<file path="config.mk">
export PLATFORM = sky130hd
export DESIGN_NAME = own_map_store_guard
export DESIGN_NICKNAME = d
export VERILOG_FILES = /design/src/rtl/om_pkg.sv /design/src/rtl/om_addr_map.sv /design/src/rtl/om_owner_cmp.sv /design/src/rtl/om_guard_fsm.sv /design/src/rtl/own_map_store_guard.sv
export SDC_FILE = /design/constraint.sdc
export NUM_CORES = 1
export LEC_CHECK = 0
export BUFFER_PORTS_ARGS = -buffer_cell sky130_fd_sc_hd__clkbuf_2
export CORE_MARGIN = 8
export CORE_UTILIZATION = 48
export DETAILED_ROUTE_END_ITERATION = 8
export PLACE_DENSITY = 0.85
export SLEW_MARGIN = 20
export SYNTH_ARGS = -nofsm -noshare
export SYNTH_HDL_FRONTEND = slang
export SYNTH_SLANG_ARGS = --single-unit
</file>
<file path="constraint.sdc">
create_clock -name clk -period 3.1 [get_ports clk]
set_clock_uncertainty 0.05 [all_clocks]
set_input_delay 0.31 -clock clk [delete_from_list [all_inputs] [get_ports clk]]
set_output_delay 0.31 -clock clk [all_outputs]
set_load 0.01 [all_outputs]
</file>
<file path="src/rtl/om_pkg.sv">
package om_pkg;

    localparam int ADDR_W = 12;
    localparam int DOM_W  = 3;
    localparam int OFS_W  = 3;
    localparam int REC_W  = DOM_W + 1;
    localparam int MAP_W  = 2 * REC_W;
    localparam int IDX_SHIFT = OFS_W + 1;

    typedef logic [ADDR_W-1:0] addr_t;
    typedef logic [DOM_W-1:0]  dom_t;
    typedef logic [REC_W-1:0]  rec_t;
    typedef logic [MAP_W-1:0]  map_byte_t;

    typedef struct packed {
        addr_t addr;
        dom_t  dom;
    } store_req_t;

    typedef enum logic [1:0] {
        ST_IDLE,
        ST_LOOK,
        ST_PASS,
        ST_DENY
    } chk_state_e;

    function automatic addr_t map_byte_addr(addr_t base, addr_t wr);
        return base + addr_t'(wr >> IDX_SHIFT);
    endfunction

    function automatic rec_t pick_rec(map_byte_t b, logic hi);
        return hi ? b[MAP_W-1:REC_W] : b[REC_W-1:0];
    endfunction

endpackage

</file>
<file path="src/rtl/om_addr_map.sv">
module om_addr_map
    import om_pkg::*;
(
    input  addr_t wr_addr,
    input  addr_t map_base,
    output addr_t map_addr,
    output logic  nib_hi
);
    always_comb begin
        map_addr = map_byte_addr(map_base, wr_addr);
        nib_hi   = wr_addr[OFS_W];
    end
endmodule

</file>
<file path="src/rtl/om_owner_cmp.sv">
module om_owner_cmp
    import om_pkg::*;
(
    input  map_byte_t map_byte,
    input  logic      nib_hi,
    input  dom_t      req_dom,
    output logic      owner_ok
);
    localparam rec_t OWNER_MASK = {{DOM_W{1'b1}}, 1'b0};

    rec_t rec;

    always_comb begin
        rec      = pick_rec(map_byte, nib_hi);
        owner_ok = ((rec ^ {req_dom, 1'b0}) & OWNER_MASK) == '0;
    end
endmodule

</file>
<file path="src/rtl/om_guard_fsm.sv">
module om_guard_fsm
    import om_pkg::*;
(
    input  logic       clk,
    input  logic       rst,
    input  logic       start,
    input  store_req_t req_in,
    input  logic       owner_ok,
    output chk_state_e state,
    output store_req_t req_held,
    output addr_t      viol_addr
);
    always_ff @(posedge clk) begin
        if (rst) begin
            state     <= ST_IDLE;
            req_held  <= '0;
            viol_addr <= '0;
        end else begin
            case (state)
                ST_IDLE: if (start) begin
                    state    <= ST_LOOK;
                    req_held <= req_in;
                end
                ST_LOOK: if (owner_ok) begin
                    state <= ST_PASS;
                end else begin
                    state     <= ST_DENY;
                    viol_addr <= req_held.addr;
                end
                default: state <= ST_IDLE;
            endcase
        end
    end

    AST_LOOK_RESOLVES: assert property (@(posedge clk) disable iff (rst)
        state == ST_LOOK |=> (state == ST_PASS || state == ST_DENY));

    AST_OUTCOME_ONE_CYCLE: assert property (@(posedge clk) disable iff (rst)
        (state == ST_PASS || state == ST_DENY) |=> state == ST_IDLE);

    AST_REQ_STABLE: assert property (@(posedge clk) disable iff (rst)
        state == ST_LOOK |=> $stable(req_held));
endmodule

</file>
<file path="src/rtl/own_map_store_guard.sv">
module own_map_store_guard
    import om_pkg::*;
#(
    parameter logic [DOM_W-1:0] TRUSTED_DOM = '0
) (
    input  logic              clk,
    input  logic              rst,
    input  logic              st_instr,
    input  logic              cpu_wr_en,
    input  logic [ADDR_W-1:0] cpu_addr,
    input  logic [DOM_W-1:0]  cur_dom,
    input  logic [ADDR_W-1:0] map_base,
    input  logic [MAP_W-1:0]  ram_rd_data,
    output logic [ADDR_W-1:0] ram_addr,
    output logic              ram_wr_en,
    output logic              cpu_stall,
    output logic              viol_pulse,
    output logic [ADDR_W-1:0] viol_addr
);
    chk_state_e state;
    store_req_t req_in, req_held;
    addr_t      look_addr, map_addr;
    logic       nib_hi, owner_ok, start;

    assign req_in    = '{addr: cpu_addr, dom: cur_dom};
    assign start     = (state == ST_IDLE) && st_instr && cpu_wr_en && (cur_dom != TRUSTED_DOM);
    assign look_addr = (state == ST_LOOK) ? req_held.addr : cpu_addr;

    om_addr_map u_addr_map (
        .wr_addr  (look_addr),
        .map_base (map_base),
        .map_addr (map_addr),
        .nib_hi   (nib_hi)
    );

    om_owner_cmp u_owner_cmp (
        .map_byte (ram_rd_data),
        .nib_hi   (nib_hi),
        .req_dom  (req_held.dom),
        .owner_ok (owner_ok)
    );

    om_guard_fsm u_fsm (
        .clk       (clk),
        .rst       (rst),
        .start     (start),
        .req_in    (req_in),
        .owner_ok  (owner_ok),
        .state     (state),
        .req_held  (req_held),
        .viol_addr (viol_addr)
    );

    always_comb begin
        ram_addr   = cpu_addr;
        ram_wr_en  = cpu_wr_en;
        cpu_stall  = 1'b0;
        viol_pulse = 1'b0;
        case (state)
            ST_IDLE: if (start) begin
                ram_addr  = map_addr;
                ram_wr_en = 1'b0;
                cpu_stall = 1'b1;
            end
            ST_LOOK: begin
                ram_addr  = map_addr;
                ram_wr_en = 1'b0;
                cpu_stall = 1'b1;
            end
            ST_PASS: begin
                ram_addr  = req_held.addr;
                ram_wr_en = 1'b1;
            end
            default: begin
                ram_wr_en  = 1'b0;
                viol_pulse = 1'b1;
            end
        endcase
    end

    AST_STALL_BLOCKS_WRITE: assert property (@(posedge clk) disable iff (rst)
        cpu_stall |-> !ram_wr_en);

    AST_STALL_TWO_CYCLES: assert property (@(posedge clk) disable iff (rst)
        $rose(cpu_stall) |=> cpu_stall);

    AST_VIOL_SINGLE: assert property (@(posedge clk) disable iff (rst)
        viol_pulse |=> !viol_pulse);

    AST_DENY_DROPS: assert property (@(posedge clk) disable iff (rst)
        viol_pulse |-> (!ram_wr_en && !cpu_stall));

    AST_TRUSTED_FREE: assert property (@(posedge clk) disable iff (rst)
        (state == ST_IDLE && cur_dom == TRUSTED_DOM) |-> !cpu_stall);
endmodule

</file>
Word level (Yosys, flattened, before mapping) --
Index checks and enable logic that the tools add are counted.
Word-level totals: memory bits (read-only) 0, bits in latches 0, bits of input ports 39, output and inout port bits 27, word-level logic and storage cells 31, bits in writable memories 0, flip-flop bits (word level) 29, memories kept 0
Operators by class: magnitude comparators 0, bitwise operators 2, reductions and logical operators 9, div/mod/pow operators 0, multipliers 0, shift operators 0, equality and inequality tests 3, $add $sub $neg 1, multiplexer cells 12
Operator list (count):
- one-hot mux 12 bit (3 select lines) | 1
- two-way mux 12 bit | 2
- adder 12 x 8 -> 12 bit | 1
- logical NOT 4 bit | 1
- two-way mux 1 bit | 4
- two-way mux 4 bit | 1
- one-hot mux 1 bit (2 select lines) | 2
- one-hot mux 2 bit (2 select lines) | 1
- AND reduction 2 bit | 2
- XOR 4 bit | 1
- logical AND 1 bit | 3
- nonzero test 3 bit | 1
- OR reduction 3 bit | 1
- equality test 2 x 1 -> 1 bit, second input constant | 1
- equality test 2 bit, second input constant | 1
- logical NOT 2 bit | 1
- two-way mux 2 bit | 1
- != test 2 bit, second input constant | 1
- NOT 1 bit | 1

Logic depth before layout (Yosys ltp) --
depth in word-level cells 7, gate-level depth with buffers 12, depth with buffers taken out 10

Cells and area by module --
Synthesis repeated with hierarchy kept, for this count alone.
Second synthesis, totals: cell total of the unflattened synthesis 285, area total of the unflattened synthesis 2557.5 um^2
By module, submodules not included:
- om_guard_fsm | area each 1204.9 um^2, times used 1, cells each 112, seq. area each 580.6 um^2
- own_map_store_guard | area each 762.0 um^2, times used 1, cells each 96, seq. area each 0.0 um^2
- om_addr_map | area each 524.3 um^2, times used 1, cells each 70, seq. area each 0.0 um^2
- om_owner_cmp | area each 66.3 um^2, times used 1, cells each 7, seq. area each 0.0 um^2

Worst setup path after synthesis --
No wires, ideal clock.
path kind flip-flop to output port, from register u_fsm.state[1], to output port ram_addr[10], data arrival time 3.108 ns, buffers on the path 2, setup slack -0.368 ns, required time 2.740 ns, cell stages (with the launch flop) 12, path through dfxtp_1 nand2b_2 clkbuf_1 clkbuf_1 mux2_2 ha_1 fa_1 a211oi_1 nor3_1 a211oi_1 a21oi_1 o221ai_1
On the way: longest elaborated chain between the ends 6, elaborated cells between the ends (all ways) 10, classes of those cells 1 x add/sub; 2 x eq/ne; 3 x mux; 4 x reduce/logical
RTL lines:
- start, declared | line om_guard_fsm.sv:9 | output chk_state_e state,
- start signal, assigned | line om_guard_fsm.sv:15 | state <= ST_IDLE;
- start signal, assigned | line om_guard_fsm.sv:21 | state <= ST_LOOK;
- start signal, assigned | line om_guard_fsm.sv:25 | state <= ST_PASS;
- branches (longest 5 deep; another with adder 12 x 8 -> 12 bit)
- one-hot mux 12 bit (3 select lines) * | line own_map_store_guard.sv:59 | case (state)
- end, declared | line own_map_store_guard.sv:14 | output logic [ADDR_W-1:0] ram_addr,
Every way passes the cells marked *.

Worst setup path in the final report --
from register u_fsm.state[1], to output port ram_addr[6]
The elaborated chain is that of the path after synthesis.

==> metrics.md <==
| Metric | Value |
|---|---|
| R2r endpoint | `u_fsm.state[0]$_SDFFE_PP0P_` |
| Final setup viols | `5` |
| Syn_area_per_cell | `just under 8 um^2` |
| Post-layout util | `approximately two thirds` |
| Layout cells sized above 1 | `around 36%` |
| Post-synth top area share | `roughly a quarter` |
| CTS tree | `built` |
| RR Startpoint | `u_fsm.state[1]$_SDFFE_PP0P_` |
| Drt first pass iters | `5` |
| Total Die Area | `~7500 um^2` |
| HP Class | `input port to flip-flop` |
| Ys flop type | `dfxtp_1` |
| CP Depth | `11` |
| Total number of vias | `2848` |
| Family with the most delay on the worst path | `compound AO/OA/AOI/OAI gates` |
| Data arrival, critical path | `2.91 ns` |
| Cells on Worst Hold Path | `3` |
| Global-route wire length before repair | `about 13 mm` |
| Reg2Reg Depth | `8` |
| Most used cell, CP | `nor2_2` |
| Yosys cell types | `50` |
| Core ar. | `between 4000 and 5000 um^2` |
| Period minus WS final | `3.27 ns` |
| Synth-to-layout area growth | `34.6%` |
| CP peak stage delay | `roughly 0.40 ns` |
| Worst VDD drop | `248 uV` |
| Die Width | `~86 um` |
| Register bit total from synthesis | `29` |
| CP endpoint kind | `primary output` |
| Initial Utilization | `about half` |
| RSZ-0062 raised after global routing | `yes` |
| Synth Net Count | `~360` |
| # port buffers | `between 60 and 70` |
| CTS root buf | `clkbuf_8` |
| Row Count | `25` |
| Total gr overflow | `0` |
| Worst Hold Launch | `cpu_addr[2]` |
| Setup TNS | `-0.505 ns` |
| Most common library cells after synthesis | `36 x nand2_1, 29 x dfxtp_1, 23 x a21oi_1` |
| Worst setup margin | `-0.165 ns` |
| Slowest CP cell | `fa_2` |
| Slew Limit Fails | `0` |
| Initial antenna violation count | `0` |
| Flop2flop setup slack | `approximately 0.22 ns` |
| Leakage power | `1.32 nW` |
| Startpoint types | `flip-flop` |
| CTS clk-pin slew, worst paths | `0.06 ns` |
| Routed len/inst | `about 19 um` |
| Critical path class | `flip-flop to primary output` |
| Dominant cell type by area after synthesis | `dfxtp_1` |
| Sequential fraction of the synthesis area | `roughly 24%` |
| Status | `finished, violations left` |
| Most numerous cell in the Yosys netlist | `nand2_1` |
| DP HPWL | `a little over 5 mm` |
| Netlist Area Pre-Place | `~2400 um^2` |
| RD Place Congestion | `between 0.9 and 1` |
| # H-tree levels | `2` |
| Top Ports | `66` |
| Skew-Pair Late Insertion Delay | `slightly below 0.3 ns` |
| Num CTS Buffers | `5` |
| Hold EP | `u_fsm.req_held[5]$_SDFFE_PP0P_` |
| Die height | `86.5 um` |
| Dominant cells by area after synthesis | `dfxtp_1 24%, a22oi_1 5.7%, nand2_1 5.7%` |
| Fmax | `a little over 300 MHz` |
| Buffers & Inverters on Critical Path | `2` |
| DP Cell Count | `roughly 430` |
| CTS Sinks | `29` |
| Cell Pwr Density | `between 400 and 500 nW/um^2` |
| Worst-Margin Slew | `1.02 ns` |
| Largest net degree at the start of global routing | `between 40 and 50` |
| Antenna diodes | `0` |
| Clk buf depth | `2` |
| CP required | `2.74 ns` |
| Crit Path Max Fanout | `5` |
| Async set or reset register ratio after synthesis | `0%` |
| Final Hold Vio Count | `0` |
| Relative slew slack | `between 30% and 40%` |
| Failing checks | `setup timing` |
| Post-place setup slack | `between 0.04 and 0.05 ns` |
| DRT iter0 DRCs | `between 200 and 300` |
| Vias in the first global route | `2632` |
| Vias per inst | `approximately 6.4` |
| Syn Inst Count | `just over 300` |
| Yosys warns | `0` |
| Final critical-path share of the clock period | `105%` |
| Global router's overall resource usage | `20.6%` |
| Final #Nets | `approximately 420` |
| Final cell count without fillers | `approximately 440` |
| Final wirelength | `approximately 8.4 mm` |
| Max-Cap Viols | `0` |
| # DRC | `0` |
| Post-DRT Antenna Nets | `0` |
| Worst-path cell chain | `nand2b_4 -> buf_6 -> mux2_4 -> fa_2 -> a211oi_4 -> nor2_2 -> o21a_1 -> nor2_2 -> xnor2_1 -> a221o_1 -> clkbuf_2` |
| Total power draw | `roughly 1.3 mW` |
| Number of enable flip-flop cells after synthesis | `0` |
## cells by family (layout without fill, tap and decap cells)
group | Yosys count | in the layout | share of synthesized area [%]
compound gates | 103 | 103 | 28.9
xor+xnor | 10 | 10 | 3.99
fa+ha+maj | 9 | 9 | 5.04
buf+inv | 25 | 94 | 4.51
flops | 29 | 29 | 24.3
mux | 16 | 16 | 7.82
simple gates | 116 | 116 | 25.4
## power by group
group | leakage [nW] | total (mW) | switching (mW) | internal (mW)
clock | 0.0542 | 0.351 | 0.151 | 0.200
sequential | 0.236 | 0.402 | 0.0138 | 0.388
combinational | 1.03 | 0.566 | 0.323 | 0.243
## flip-flops by register name, summed over array words and instances (netlist names)
name and cells:
u_fsm.viol_addr 12, u_fsm.state 2, u_fsm.req_held 15
## routing by layer
layer	wire (um)	GRT usage, %	share of wire [%]
met1	3320	25.7	40
met2	4120	34.3	49
met3	657	4.91	7.8
met4	284	5.32	3.4
met5	0	0	0
## placed cells by master, fill, tap and decap left out, types with 3 or more instances in the layout
master,count
a211oi_1,5
a21o_1,6
a21oi_1,20
a22o_1,5
a22oi_1,18
buf_2,4
buf_4,20
clkbuf_2,59
clkbuf_8,7
dfxtp_1,27
ha_4,8
mux2_2,4
mux2_4,4
mux2i_1,6
nand2_1,35
nand3_1,13
nand4_1,14
nor2_1,12
nor2b_1,13
nor3_1,3
nor3b_1,12
o21ai_0,7
o21ai_1,13
o31a_1,3
xnor2_1,4
xor2_1,5
## tightest hold or removal path: cells and delay by family
kind | cells | cell delay (ns)
compound gates | 1 | 0.05
buf+inv | 1 | 0.10
simple gates | 1 | 0.06
## worst max-delay path by stage
stage	to	slack (ns)	start
6_report	ram_addr[6]	-0.17	u_fsm.state[1]$_SDFFE_PP0P_
5_1_grt	ram_addr[6]	-0.22	u_fsm.state[1]$_SDFFE_PP0P_
4_1_cts	ram_addr[11]	-0.05	u_fsm.state[1]$_SDFFE_PP0P_
3_5_place_dp	ram_addr[11]	0.05	u_fsm.state[1]$_SDFFE_PP0P_
3_3_place_gp	ram_addr[9]	0.15	u_fsm.state[1]$_SDFFE_PP0P_
2_1_floorplan	ram_addr[6]	0.04	u_fsm.state[1]$_SDFFE_PP0P_
## repair_timing
action                                  CTS  global route
endpoints found under the setup margin    6             8
resized for setup                        27            21
pin swaps                                21            17
setup buffers                             9             3
cloned                                    1             0
hold buffers                              0             0
## cell type report
cell class,instances,area (um^2)
multi-input combinational,254,1950
fill,379,1550
sequential,29,583
timing repair buffer,85,488
clock inverter,1,5.00
tap,67,83.8
inverter,1,3.75
clock buffer,7,96.3
## stage by stage
step / cell area, um^2 / hold slack, ns
final: 3210 / 0.228
after global routing: 3210 / 0.246
after CTS: 3120 / 0.221
after detailed placement: 2780 / 0.420
after global placement: 2780 / 0.408
after floorplan: 2410 / 0.395
Power figures use the tool's default switching activity.
